### config.mk
export PLATFORM = sky130hd
export DESIGN_NAME = bwb_master
export DESIGN_NICKNAME = d
export VERILOG_FILES = /design/src/rtl/bwb_pkg.sv /design/src/rtl/bwb_beat_ctr.sv /design/src/rtl/bwb_line_path.sv /design/src/rtl/bwb_master.sv
export SDC_FILE = /design/constraint.sdc
export NUM_CORES = 1
export LEC_CHECK = 0
export ABC_AREA = 1
export ABC_CLOCK_PERIOD_IN_PS = 1950
export BUFFER_PORTS_ARGS = -buffer_cell sky130_fd_sc_hd__buf_2
export CORE_AREA = 4 4 293 295
export DETAILED_ROUTE_END_ITERATION = 6
export DIE_AREA = 0 0 297 299
export GPL_TIMING_DRIVEN = 0
export SETUP_SLACK_MARGIN = 0.15
export SKIP_LAST_GASP = 1
export SLEW_MARGIN = 0
export SYNTH_ARGS = -nofsm -noshare
export SYNTH_HDL_FRONTEND = slang
export SYNTH_SLANG_ARGS = --single-unit
### constraint.sdc
create_clock -name clk -period 1.95 [get_ports clk]
set_clock_uncertainty 0.2 [all_clocks]
set_input_delay 0.0975 -clock clk [delete_from_list [all_inputs] [get_ports clk]]
set_output_delay 0.0975 -clock clk [all_outputs]
set_load 0.05 [all_outputs]
### src/rtl/bwb_pkg.sv
package bwb_pkg;
   typedef enum logic [1:0] {
      ST_IDLE = 2'd0,
      ST_ADDR = 2'd1,
      ST_DATA = 2'd2
   } bwb_state_e;
endpackage

### src/rtl/bwb_beat_ctr.sv
module bwb_beat_ctr #(
   parameter int BEATS = 4,
   localparam int BW = $clog2(BEATS)
) (
   input  logic          clk,
   input  logic          rst_n,
   input  logic          clr,
   input  logic          inc,
   output logic [BW-1:0] beat,
   output logic          last
);
   if (BEATS < 2 || (BEATS & (BEATS - 1)) != 0) begin : g_bad_beats
      $error("bwb_beat_ctr: BEATS must be a power of two, at least 2");
   end

   always_ff @(posedge clk or negedge rst_n) begin
      if (!rst_n)    beat <= '0;
      else if (clr)  beat <= '0;
      else if (inc)  beat <= beat + 1'b1;
   end

   assign last = (beat == BW'(BEATS - 1));

   AST_BEAT_HOLD: assert property (@(posedge clk) disable iff (!rst_n)
      (!inc && !clr) |=> $stable(beat));
endmodule

### src/rtl/bwb_line_path.sv
module bwb_line_path #(
   parameter int DW    = 64,
   parameter int BEATS = 4,
   localparam int LW = DW * BEATS,
   localparam int BW = $clog2(BEATS)
) (
   input  logic          clk,
   input  logic          rst_n,
   input  logic          load,
   input  logic [LW-1:0] line_in,
   input  logic [BW-1:0] beat,
   input  logic          cap,
   input  logic [DW-1:0] bus_in,
   output logic [DW-1:0] drive_data,
   output logic [LW-1:0] fill_line
);
   logic [LW-1:0] wb_q;

   always_ff @(posedge clk or negedge rst_n) begin
      if (!rst_n)    wb_q <= '0;
      else if (load) wb_q <= line_in;
   end

   assign drive_data = wb_q[beat*DW +: DW];

   for (genvar g = 0; g < BEATS; g++) begin : g_slot
      logic [DW-1:0] slot_q;
      always_ff @(posedge clk or negedge rst_n) begin
         if (!rst_n)                          slot_q <= '0;
         else if (cap && beat == BW'(g))      slot_q <= bus_in;
      end
      assign fill_line[g*DW +: DW] = slot_q;
   end

   AST_FILL_KEEP: assert property (@(posedge clk) disable iff (!rst_n)
      !cap |=> $stable(fill_line));
endmodule

### src/rtl/bwb_master.sv
module bwb_master
   import bwb_pkg::*;
#(
   parameter int AW    = 32,
   parameter int DW    = 64,
   parameter int BEATS = 4,
   localparam int LW    = DW * BEATS,
   localparam int BW    = $clog2(BEATS),
   localparam int OFF_W = $clog2(LW / 8)
) (
   input  logic          clk,
   input  logic          rst_n,
   input  logic          req_go,
   input  logic          req_wr,
   input  logic          req_evict,
   input  logic [AW-1:0] req_addr,
   input  logic [AW-1:0] vic_addr,
   input  logic [LW-1:0] wb_line,
   output logic          busy,
   output logic [LW-1:0] fill_line,
   output logic          fill_done,
   output logic          wb_done,
   output logic          ads_n,
   output logic [AW-1:0] bus_addr,
   output logic          bus_wr,
   output logic [DW-1:0] data_out,
   output logic          data_oe,
   input  logic [DW-1:0] data_in,
   input  logic          brdy_n
);
   if (DW % 8 != 0) begin : g_bad_dw
      $error("bwb_master: DW must be a whole number of bytes");
   end
   if (AW <= OFF_W) begin : g_bad_aw
      $error("bwb_master: AW too narrow for the line offset");
   end

   bwb_state_e    state_q;
   logic          chain_q;
   logic [AW-1:0] vic_q;
   logic [BW-1:0] beat;
   logic          beat_last;
   logic          accept;
   logic          in_data;
   logic          rdy_hit;
   logic          burst_end;

   assign accept    = req_go && (state_q == ST_IDLE);
   assign in_data   = (state_q == ST_DATA);
   assign rdy_hit   = in_data && !brdy_n;
   assign burst_end = rdy_hit && beat_last;

   function automatic logic [AW-1:0] line_align(input logic [AW-1:0] a);
      return {a[AW-1:OFF_W], {OFF_W{1'b0}}};
   endfunction

   always_ff @(posedge clk or negedge rst_n) begin
      if (!rst_n) begin
         state_q  <= ST_IDLE;
         ads_n    <= 1'b1;
         bus_addr <= '0;
         bus_wr   <= 1'b0;
         chain_q  <= 1'b0;
         vic_q    <= '0;
      end else begin
         unique case (state_q)
            ST_IDLE: if (accept) begin
               state_q  <= ST_ADDR;
               ads_n    <= 1'b0;
               bus_addr <= line_align(req_addr);
               bus_wr   <= req_wr;
               chain_q  <= !req_wr && req_evict;
               vic_q    <= line_align(vic_addr);
            end
            ST_ADDR: begin
               ads_n   <= 1'b1;
               state_q <= ST_DATA;
            end
            ST_DATA: if (burst_end) begin
               if (chain_q) begin
                  state_q  <= ST_ADDR;
                  ads_n    <= 1'b0;
                  bus_addr <= vic_q;
                  bus_wr   <= 1'b1;
                  chain_q  <= 1'b0;
               end else begin
                  state_q  <= ST_IDLE;
               end
            end
            default: state_q <= ST_IDLE;
         endcase
      end
   end

   always_ff @(posedge clk or negedge rst_n) begin
      if (!rst_n) begin
         fill_done <= 1'b0;
         wb_done   <= 1'b0;
      end else begin
         fill_done <= burst_end && !bus_wr;
         wb_done   <= burst_end && bus_wr;
      end
   end

   assign busy    = (state_q != ST_IDLE);
   assign data_oe = in_data && bus_wr;

   bwb_beat_ctr #(.BEATS(BEATS)) i_beat_ctr (
      .clk   (clk),
      .rst_n (rst_n),
      .clr   (!in_data),
      .inc   (rdy_hit),
      .beat  (beat),
      .last  (beat_last)
   );

   bwb_line_path #(.DW(DW), .BEATS(BEATS)) i_line_path (
      .clk        (clk),
      .rst_n      (rst_n),
      .load       (accept),
      .line_in    (wb_line),
      .beat       (beat),
      .cap        (rdy_hit && !bus_wr),
      .bus_in     (data_in),
      .drive_data (data_out),
      .fill_line  (fill_line)
   );

   AST_ADS_SINGLE: assert property (@(posedge clk) disable iff (!rst_n)
      !ads_n |=> ads_n);
   AST_NO_DRIVE_IN_ADS: assert property (@(posedge clk) disable iff (!rst_n)
      !ads_n |-> !data_oe);
   AST_HOLD_WAIT: assert property (@(posedge clk) disable iff (!rst_n)
      (data_oe && brdy_n) |=> $stable(data_out));
   AST_DONE_PULSE: assert property (@(posedge clk) disable iff (!rst_n)
      (fill_done || wb_done) |=> !(fill_done || wb_done));
   AST_DONE_EXCL: assert property (@(posedge clk) disable iff (!rst_n)
      !(fill_done && wb_done));
   AST_CHAIN_NEXT: assert property (@(posedge clk) disable iff (!rst_n)
      (burst_end && !bus_wr && chain_q) |=> (!ads_n && bus_wr));
endmodule

## Word-level counts from Yosys, hierarchy flattened

Cells that the tools add are included.

| storage, ports and cells | value |
|---|---|
| register bits after elaboration | 580 |
| input bits | 390 |

| cells by class | value |
|---|---|
| add/sub/neg operators | 1 |
| equal/unequal tests | 9 |
| shifts and indexed selects | 1 |
| multiplexer cells | 21 |
| reduce and logical (&&, ||, !) cells | 25 |

Operators with widths:

| cell | number |
|---|---|
| $shiftx 256x9->64 | 1 |
| $mux 32 | 3 |
| $pmux 32 s2 | 1 |
| $logic_and 1x1->1 | 12 |
| $mux 1 | 9 |
| $mux 2 | 4 |
| $reduce_and 4->1 | 2 |
| $eq 2x2->1 const B | 3 |
| $pmux 2 s3 | 1 |
| $eq 2x1->1 const B | 2 |
| $logic_not 2->1 | 2 |
| $ne 2x1->1 const B | 2 |
| $ne 2x2->1 const B | 2 |
| $pmux 1 s2 | 2 |
| $reduce_and 2->1 | 2 |
| $reduce_bool 2->1 | 2 |
| $logic_not 1->1 | 3 |
| $pmux 1 s3 | 1 |
| $reduce_and 3->1 | 1 |
| $reduce_bool 3->1 | 1 |
| $add 2x1->2 const B | 1 |

## Logic depth before layout (Yosys ltp)

Gate-level depths: netlist (run 1).

| logic depth | value |
|---|---|
| word-level depth | 5 |
| depth in mapped cells | 10 |
| mapped depth without buffers | 7 |

## Cells and area by module

A second synthesis (run 1) with hierarchy kept.

| second synthesis, totals | value |
|---|---|
| cells, all modules | 3195 |
| area, all modules | 26076.3 µm² |

Modules (own cells, without submodules):

| module | times used | cells an instance | area each (µm²) |
|---|---|---|---|
| bwb_line_path | 1 | 2807 | 23120.9 |
| bwb_master | 1 | 376 | 2857.7 |
| bwb_beat_ctr | 1 | 12 | 97.6 |

## Least setup slack after synthesis (run 1)

No wires, ideal clock.

| timing path | value |
|---|---|
| path type | flip-flop to output port |
| start | register i_beat_ctr.beat[0] |
| end | output port data_out[11] |
| arrival time | 1.927 ns |
| required time | 1.652 ns |
| path slack | -0.275 ns |
| stages on the path, launching flop included | 7 |
| path buffers | 3 |
| path through | dfrtp_1 buf_2 inv_1 buf_2 clkbuf_1 o21ai_0 o22ai_1 |

| on the way | value |
|---|---|
| cells in the longest elaborated chain, start to end | 1 |

RTL lines:

| what | line | text |
|---|---|---|
| from (decl) | bwb_beat_ctr.sv:9 | `output logic [BW-1:0] beat,` |
| from (signal assigned) | bwb_beat_ctr.sv:19 | `else if (inc) beat <= beat + 1'b1;` |
| $shiftx 256x9->64 | bwb_line_path.sv:24 | `assign drive_data = wb_q[beat*DW +: DW];` |
| to (decl) | bwb_master.sv:26 | `output logic [DW-1:0] data_out,` |

Every way passes these cells.

## Final worst setup path (run 1)

| timing path | value |
|---|---|
| start | register i_beat_ctr.beat[0] |
| end | output port data_out[61] |

Same word-level chain as after synthesis.

==> results of run 1 <==
## final cells by class
type	instances	area [um^2]
diodes	12	30.0
plain buffers	209	2210
clock buffers	103	1960
clock inverters	21	258
fillers	7580	43100
inverters	101	394
multi-input cells	1834	10100
flip-flops and latches	575	14400
well taps	1080	1350
repair buffers	1191	9390
## cell usage after synthesis (all sizes together)
cell type / number
a21oi: 27
buf: 126
clkbuf: 83
conb: 1
dfrtp: 574
dfstp: 1
ha: 4
inv: 101
nand2: 868
nand3: 290
nand4: 1
nor2: 160
nor4: 1
o21ai: 414
o22ai: 64
## path summary, 6_finish.rpt
path / slack, ns / cells past startpoint / from / to
hold / removal: -0.73 / 1 / rst_n / i_line_path.wb_q[60]
hold reg to reg: 0.27 / 2 / i_line_path.wb_q[96] / i_line_path.wb_q[96]
max in group asynchronous: 0.27 / 4 / rst_n / i_line_path.g_slot[2].slot_q[38]
setup / recovery: -0.54 / 8 / i_beat_ctr.beat[0] / data_out[61]
min in group clk: 0.05 / 6 / req_go / state_q[0]
setup reg to reg: -0.46 / 11 / i_beat_ctr.beat[0] / i_line_path.g_slot[2].slot_q[53]
## metal layers
metal / global-route usage, % / up-vias
li1: - / 11452
met1: 29.5 / 12633
met2: 42.4 / 1481
met3: 5.96 / 363
met4: 14.4 / 0
met5: 0 / -
## cells by family (layout without fill, tap and decap cells)
| group | count (synthesis) | after routing |
|---|---|---|
| AO/OA/AOI/OAI | 505 | 505 |
| adder cells (fa/ha/maj) | 4 | 4 |
| buffers and inverters | 310 | 1625 |
| flip-flops | 575 | 575 |
| other | 1 | 17 |
| AND/OR/NAND/NOR | 1320 | 1320 |
## per-stage QoR
stage	area (um^2)	setup TNS, ns	utilization (%)	setup slack (ns)
after floorplan	24400	0	-	0.118
after global placement	29400	-7074.35	35.3	-11.90
after detailed placement	29500	-370.30	35.5	-1.03
after CTS	37300	-191.16	44.8	-0.615
after global routing	40100	-136.06	48.2	-0.618
final	40100	-97.35	48.2	-0.542
## power by group
group	leakage, nW	internal (W)	switching, W
Combinational	11.9	0.0134	0.0274
Sequential	7.33	0.0169	0.00352
Clock	1.09	0.00755	0.00533
Total	20.3	0.0379	0.0363
## cells in the final DEF (no fill, tap or decap), drive strengths merged
cell / count
buf: 921
nand2: 868
dfrtp: 574
o21ai: 414
dlygate4sd3: 378
nand3: 290
clkbuf: 204
nor2: 160
inv: 104
o22ai: 64
a21oi: 27
clkinv: 14
diode: 12
conb: 5
ha: 4
bufinv: 4
nand4: 1
nor4: 1
dfstp: 1
## sequential cells by signal, indices dropped and copies added (netlist names)
| register | count |
|---|---|
| i_beat_ctr.beat | 2 |
| bus_wr | 1 |
| fill_done | 1 |
| state_q | 2 |
| i_line_path.wb_q | 256 |
| i_line_path.g_slot.slot_q | 256 |
| bus_addr | 27 |
| ads_n | 1 |
| chain_q | 1 |
| wb_done | 1 |
| vic_q | 27 |
## what timing repair did
| item | CTS | global route |
|---|---|---|
| pin swaps | 36 | 27 |
| cloned | 10 | 25 |
| resized for setup | 435 | 656 |
| endpoints found under the setup margin | 640 | 759 |
| setup buffers | 14 | 28 |
| endpoints found under the hold margin | 845 | 273 |
==> impl_metrics.yaml, run 1 <==
cts:
  htree_levels: 3
  cts_tree: "done"
  clk_latency_ns: 0.60
  clock_path_buffers: 3
  clock-sinks: 575
  cts.clk_slew.worst_paths_ns: 0.06
  cts_hold_buffers: 378
  root_buffer: "clkbuf_16"
  numCtsBuffers: 68
grt:
  grt_pass1_wl_um: 170000
  grt-ovfl-total: 0
  antenna_found_initial: 8
  grt_start_max_net_pins: 120
  grt_pass1_vias: 26117
  grt_usage_pct: 25.2
yosys:
  synthAdderAreaFrac_pct: 0.211
  synth_cell_type_count: 22
  ys_ff_latch: 575
  synthesis.area_um2: 23700
  synth_area_per_cell_um2: 8.74
  synth-compound-area-share_pct: 11.0
  synth_top_family_by_area: "simple AND/OR/NAND/NOR gates"
  synth.yosys.seq_area_share_pct: 60.6
  synth_area_leaders: "dfrtp_1 (61%), nand2_1 (14%), nand3_1 (6.1%), o21ai_0 (5.7%), o21ai_1 (3.1%)"
  synth_top_area_share_pct: 60.5
  synthMuxAreaShare_pct: 0
  syn_inst: 2715
  yosysTopAreaCell: "dfrtp_1"
  synthSimpleGateAreaFrac_pct: 22.5
  ys_warn_count: 0
  synth_xor_area_share_pct: 0
power:
  design_power_total_w: 0.0741
  p_per_area_nw_per_um2: 1850
  ir_drop_uv: 1480
  cellLeakagePower_nw: 20.3
setup_path:
  cp_data_arrival_time_ns: 2.19
  crit_required_ns: 1.65
  crit_fanout: 7
  cp_top_family: "buffers and inverters"
  path_buf_inv: 6
  max_stage_delay_ns: 0.46
  crit_type: "register to output port"
  path_cells: "buf_8 -> clkinv_8 -> buf_16 -> buf_12 -> buf_16 -> nor2_4 -> o22ai_4 -> buf_6"
  slowest_stage: "dfrtp_2"
  cp_common_cell: "buf_16"
  setup.worst_path.end_class: "output port"
  start_kind: "register"
routing:
  route.met3.wl_um: 10100
  drt_wl_total_um: 119000
  dr_wl_met2_um: 57600
  vias_per_cell: 5.06
  routedWlPerCell_um: 23.2
  ant_nets: 0
  highest_layer: "met4"
  vias: 25929
  drtPass1Iterations: 6
  drt_drc_violations_left: 0
  wl_met1_um: 43700
  first_iter_violations: 1953
sta:
  rsz0062_at_grt: "true"
  report.final.slew_viol_count: 0
  finalSetupViolCount: 353
  fmax_mhz: 401
  min_period_ns: 2.49
  tightest_slew_ns: 0.982
  holdWs_ns: -0.727
  slew_headroom_pct: 34.5
  hold_viol: 274
  min_period_over_period_pct: 128
  finalWorstSetupSlack_ns: -0.542
placed_design:
  gp_congestion: 0.919
  dpl.hpwl_um: 81300
  dp_cells: 4535
  portBuffers: 731
hold_path:
  min_path_type: "input port to asynchronous set/reset pin"
final_layout:
  nets: 4374
  area_delta_synth_final_pct: 68.9
  drive_gt1_share_pct: 35.9
  fin_cells: 5126
floorplanning:
  initial_core_util_pct: 28.5
  dieWidth_um: 297
  num_rows: 106
  core_area_um2: 83200
  die_area_um2: 88800
  die_h_um: 299
  boundaryPins: 748
status:
  status: "finished, violations left"
  failed_checks: "hold timing, setup timing"
job:
  cap_violations: 0
No activity file was read; power rests on OpenSTA's default activity.
==> run 2: changes to the inputs <==
- ABC_AREA: 1 -> not set
- ABC_CLOCK_PERIOD_IN_PS: 1950 -> 2900
- CORE_AREA: 4 4 293 295 -> 4 4 291 293
- DIE_AREA: 0 0 297 299 -> 0 0 295 297
- clock period: 1.95 -> 2.9 ns (I/O delays scaled with it)
==> run 2 against run 1 <==
Net effect:
- the flow now finishes without violations
- register-to-register slack gained 0.75 ns
- combinational power down 54%
- via count is 35% lower
- critical path type unchanged
- critical endpoint is now data_out[5]
==> impl_metrics.yaml, run 2 <==
hold_path:
  hp-start: "wb_line[38]"
  min_to: "i_line_path.wb_q[38]"
  whs_path_depth: 3
  min_path_type: "input port to register"
grt:
  grt_pass1_vias: 19255
  grt-ovfl-total: 0
  grt_start_max_net_pins: 131
  antenna_found_initial: 7
  grt_usage_pct: 18.5
  grt_pass1_wl_um: 123000
yosys:
  synth_top_area_share_pct: 61.5
  synth_area_leaders: "dfrtp_1 (62%), mux2_2 (26%), mux4_2 (6.2%), mux2i_1 (1.2%), buf_6 (1.2%)"
  synthesis.area_um2: 23300
  ys_warn_count: 0
  yosysTopAreaCell: "dfrtp_1"
  ys.flop_type: "dfrtp_1"
  synth.yosys.seq_area_share_pct: 61.6
  synth_cell_type_count: 34
  synth_area_per_cell_um2: 16.8
  ys_ff_latch: 575
  synth_edf_count: 0
  synth.most_common_cell: "dfrtp_1"
  syn_inst: 1388
  ys_top_cells_by_count: "dfrtp_1 (574), mux2_2 (535), mux4_2 (64), buf_2 (39)"
  async_flop_share_pct: 100
cts:
  root_buffer: "clkbuf_16"
  clk_latency_ns: 0.59
  clock-sinks: 575
  cts.clk_slew.worst_paths_ns: 0.06
  cts_setup_buffers: 0
  cts_tree: "done"
  htree_levels: 3
  clock_path_buffers: 3
  numCtsBuffers: 66
floorplanning:
  dieWidth_um: 295
  boundaryPins: 748
  num_rows: 105
  initial_core_util_pct: 28.5
  die_area_um2: 87600
  die_h_um: 297
  core_area_um2: 81800
final_layout:
  drive_gt1_share_pct: 58.4
  reg_top3: "i_line_path.g_slot.slot_q x256, i_line_path.wb_q x256"
  num-fill-cells: 7398
  layout_common_cells: "buf_2 (763), dfrtp_1 (573), mux2_2 (535)"
  nets: 2972
  register_area_um2: 14400
  area_delta_synth_final_pct: 49.3
  final_common_cell: "buf_2"
  multi_input_area_um2: 8380
setup_path:
  setup.worst_path.end_class: "output port"
  cp-startpoint: "i_beat_ctr.beat[0]"
  crit_required_ns: 2.56
  r2r-end: "i_line_path.g_slot[0].slot_q[1]"
  crit_fanout: 10
  r2r_start: "i_beat_ctr.beat[1]"
  cp_data_arrival_time_ns: 2.30
  r2r_setup_slack_ns: 0.29
  start_kind: "register"
  crit_type: "register to output port"
  r2r_cells: 7
sta:
  holdWs_ns: 0.121
  fmax_mhz: 378
  min_period_over_period_pct: 91.1
  finalSetupViolCount: 0
  setup-tns-final_ns: 0
  report.final.slew_viol_count: 0
  min_period_ns: 2.64
  tightest_slew_ns: 1.18
  hold_viol: 0
  rsz0062_at_grt: "false"
  slew_headroom_pct: 21.1
routing:
  drt_drc_violations_left: 0
  routedWlPerCell_um: 22.4
  first_iter_violations: 584
  vias: 16982
  drtPass1Iterations: 4
  drt_wl_total_um: 83100
  ant_nets: 0
  vias_per_cell: 4.58
power:
  ir_drop_uv: 707
  cellLeakagePower_nw: 16.8
  p_per_area_nw_per_um2: 1190
placed_design:
  portBuffers: 732
  dpl.hpwl_um: 60400
  gp_congestion: 0.851
status:
  status: "finished clean"
job:
  cap_violations: 0
==> run 2: area by class of cell <==
cell class,count,area share (%)
sequential,575,41.3
antenna,7,0.0502
clock inverter,35,1.39
clock buffer,85,5.38
multi-input combinational,723,24.0
buffer,88,2.02
timing repair buffer,1118,21.9
inverter,6,0.0646
tap,1070,3.84
==> run 2: how the worst max path moves through the flow <==
stage / end / slack (ns) / depth (start not counted)
floorplan: i_line_path.g_slot[0].slot_q[0] / 0.57 / 7
global placement: i_line_path.g_slot[0].slot_q[25] / -10.09 / 1
detailed placement: i_line_path.g_slot[1].slot_q[10] / -1.28 / 7
CTS: i_line_path.wb_q[204] / 0.15 / 5
global route: i_line_path.g_slot[0].slot_q[1] / 0.15 / 7
finish: data_out[5] / 0.26 / 4
==> run 2: per-layer routing <==
metal / global-route usage (%) / share of wire [%] / vias up / wire, um
met5: 0 / 0.016 / - / 13
met4: 5.89 / 3.2 / 2 / 2670
met3: 5.99 / 8.2 / 156 / 6780
met2: 33.5 / 51 / 668 / 42700
met1: 20.5 / 37 / 8694 / 30900
li1: - / - / 7462 / -
==> run 2: power by group <==
part	internal, W	total (W)	switching [W]
registers	0.0115	0.0134	0.00190
clock network	0.00550	0.00901	0.00351
logic	0.00651	0.0189	0.0124
==> run 2: kinds of logic (layout without fill, tap and decap cells) <==
| family | Yosys count | after routing | share of synthesized area, % |
|---|---|---|---|
| compound gates | 34 | 34 | 1.04 |
| xor+xnor | 1 | 1 | 0.0375 |
| fa+ha+maj | 4 | 4 | 0.214 |
| buf+inv | 94 | 1332 | 2.59 |
| flops | 575 | 575 | 61.6 |
| mux | 632 | 632 | 33.4 |
| other cells | 1 | 12 | 0.0161 |
| simple gates | 47 | 47 | 1.05 |
==> run 2: worst max-delay path: stages, from the launching register on <==
cell     delay [ns]
dfrtp_2        0.43
buf_12         0.20
buf_12         0.21
mux4_2         0.58
buf_2          0.25
==> run 2: repair_timing <==
item,CTS,global route
endpoints found under the setup margin,548,58
hold buffers,381,0
resized for setup,43,7
hold endpoints to repair,823,0
==> run 2: metrics by stage <==
step	setup slack [ns]	total power [W]	instance area, um^2	cells	util, %
after floorplan	0.565	0.0266	23400	1392	-
after global placement	-10.09	0.0315	28400	3194	34.7
after detailed placement	-1.28	0.0320	28500	3199	34.8
after CTS	0.151	0.0417	34800	3700	42.6
after global routing	0.150	0.0432	34900	3704	42.6
final	0.257	0.0414	34900	3707	42.6
==> run 3: changes to the inputs <==
- ABC_AREA: not set -> 1
- CORE_AREA: 4 4 291 293 -> 4 4 293 295
- DIE_AREA: 0 0 295 297 -> 0 0 297 299
==> run 3 against run 2 <==
Net effect:
- cell count rose by 36%
- die area up 1.4%
- maximum frequency decreased by 1.1%
- sequential share of layout area decreased by 0.86 points
- clock power decreased by 4.1%
- first-iteration DRC count grew to 3.7 times the previous value
- power is 6.8% higher
- critical path depth up 1
- worst hold slack got worse by 0.0043 ns
- routed wire length increased by 35%
- sequential power hardly changed
==> impl_metrics.yaml, run 3 (synthesis gave the netlist of run 1 again) <==
setup_path:
  setup.worst_path.end_class: "output port"
  crit_fanout: 10
  start_kind: "register"
  cp_data_arrival_time_ns: 2.33
  crit_required_ns: 2.56
  crit_type: "register to output port"
power:
  intPower_w: 0.0221
  cellLeakagePower_nw: 18.7
  design_power_total_w: 0.0441
  netSwitchingPower_w: 0.0220
  clkPwrFrac_pct: 19.6
  p_per_area_nw_per_um2: 1240
  p_comb_share_pct: 50.3
  ir_drop_uv: 1240
  sw_frac_of_total_pct: 49.9
  p_seq_share_pct: 30.1
cts:
  clock_path_buffers: 3
  cts_tree: "done"
  cts.clk_slew.worst_paths_ns: 0.06
  root_buffer: "clkbuf_16"
  clock-sinks: 575
  numCtsBuffers: 66
  htree_levels: 3
  clk_latency_ns: 0.60
routing:
  ant_nets: 0
  routedWlPerCell_um: 22.3
  drt_drc_violations_left: 0
  first_iter_violations: 2185
  drtPass1Iterations: 5
  vias_per_cell: 4.98
  vias: 25138
  drt_wl_total_um: 112000
placed_design:
  dpl.hpwl_um: 81400
  gp_congestion: 0.961
  portBuffers: 731
  preCtsSetupSlack_ns: -0.745
  dp_cells: 4535
sta:
  rsz0062_at_grt: "false"
  min_period_over_period_pct: 92.1
  min_period_ns: 2.67
  hold_viol: 0
  fmax_mhz: 374
  report.final.slew_viol_count: 0
  finalSetupViolCount: 0
  finalWorstSetupSlack_ns: 0.228
  slew_headroom_pct: 32.9
  setup-tns-final_ns: 0
  tightest_slew_ns: 1.01
floorplanning:
  boundaryPins: 748
  initial_core_util_pct: 28.5
  core_area_um2: 83200
  die_h_um: 299
  num_rows: 106
  dieWidth_um: 297
  die_area_um2: 88800
final_layout:
  reg_top3: "i_line_path.g_slot.slot_q x256, i_line_path.wb_q x256"
  area_delta_synth_final_pct: 50.1
  drive_gt1_share_pct: 26.0
  nets: 4301
  final_common_cell: "nand2_1"
  layout_common_cells: "nand2_1 (867), buf_2 (790), dfrtp_1 (572)"
  fin_cells: 5047
grt:
  grt_pass1_vias: 25393
  grt_start_max_net_pins: 113
  grt_usage_pct: 24.5
  antenna_found_initial: 10
  grt_pass1_wl_um: 165000
  grt-ovfl-total: 0
job:
  cap_violations: 0
hold_path:
  min_path_type: "input port to register"
status:
  status: "finished clean"
[run 3: final cells by class]
class,count,area (um^2)
antenna,12,30.0
buffer,209,1220
clock buffer,101,2010
clock inverter,15,229
fill,8166,47600
inverter,101,382
multi-input combinational,1834,8170
sequential,575,14400
tap,1080,1350
timing repair buffer,1120,7830
[run 3: per-stage QoR]
step	cell area (um^2)	hold WS [ns]	util [%]
3_3_place_gp	28800	0.181	34.6
2_1_floorplan	23700	-0.351	-
5_1_grt	35600	0.0980	42.8
3_5_place_dp	28900	-0.133	34.8
4_1_cts	35500	0.0617	42.7
6_report	35600	0.116	42.8
[run 3: worst paths after layout]
kind / startpoint / to / slack, ns / cells after the start
setup / recovery: i_beat_ctr.beat[0] / data_out[10] / 0.23 / 5
hold / removal: wb_line[172] / i_line_path.wb_q[172] / 0.12 / 4
setup reg to reg: i_beat_ctr.beat[0] / i_line_path.g_slot[0].slot_q[52] / 0.36 / 9
hold reg to reg: i_line_path.wb_q[81] / i_line_path.wb_q[81] / 0.26 / 2
max in group asynchronous: rst_n / i_line_path.g_slot[0].slot_q[21] / 0.49 / 6
min in group asynchronous: rst_n / ads_n / 0.47 / 3
[run 3: per-layer routing]
layer  global-route usage [%]  vias to the layer above  share of wire [%]
li1                         -                    11251                  -
met1                     29.4                    12061                 38
met2                     40.9                     1464                 47
met3                     5.28                      360                8.4
met4                     13.9                        2                6.2
met5                        0                        -              0.014
[run 3: power groups by stage]
stage	sequential [W]	combinational, W	clock, W
global placement	0.0133	0.0205	0
global route	0.0136	0.0235	0.00909
CTS	0.0132	0.0221	0.00877
detailed placement	0.0133	0.0207	0
finish	0.0133	0.0222	0.00864
floorplan	0.0178	0.00908	0
[run 3: what timing repair did]
action / 4_1_cts / 5_1_grt
buffers inserted: 0 / 0
endpoints found under the hold margin: 832 / 0
pin swaps: 5 / 4
endpoints found under the setup margin: 259 / 155
hold buffers: 382 / 0
cloned: 1 / 1
gates resized for setup: 173 / 22
[run 3: worst max-delay path, stage by stage (launching register included)]
cell      delay (ns)
dfrtp_2         0.43
buf_4           0.21
clkbuf_2        0.42
nor2_1          0.16
o22ai_1         0.24
buf_4           0.26
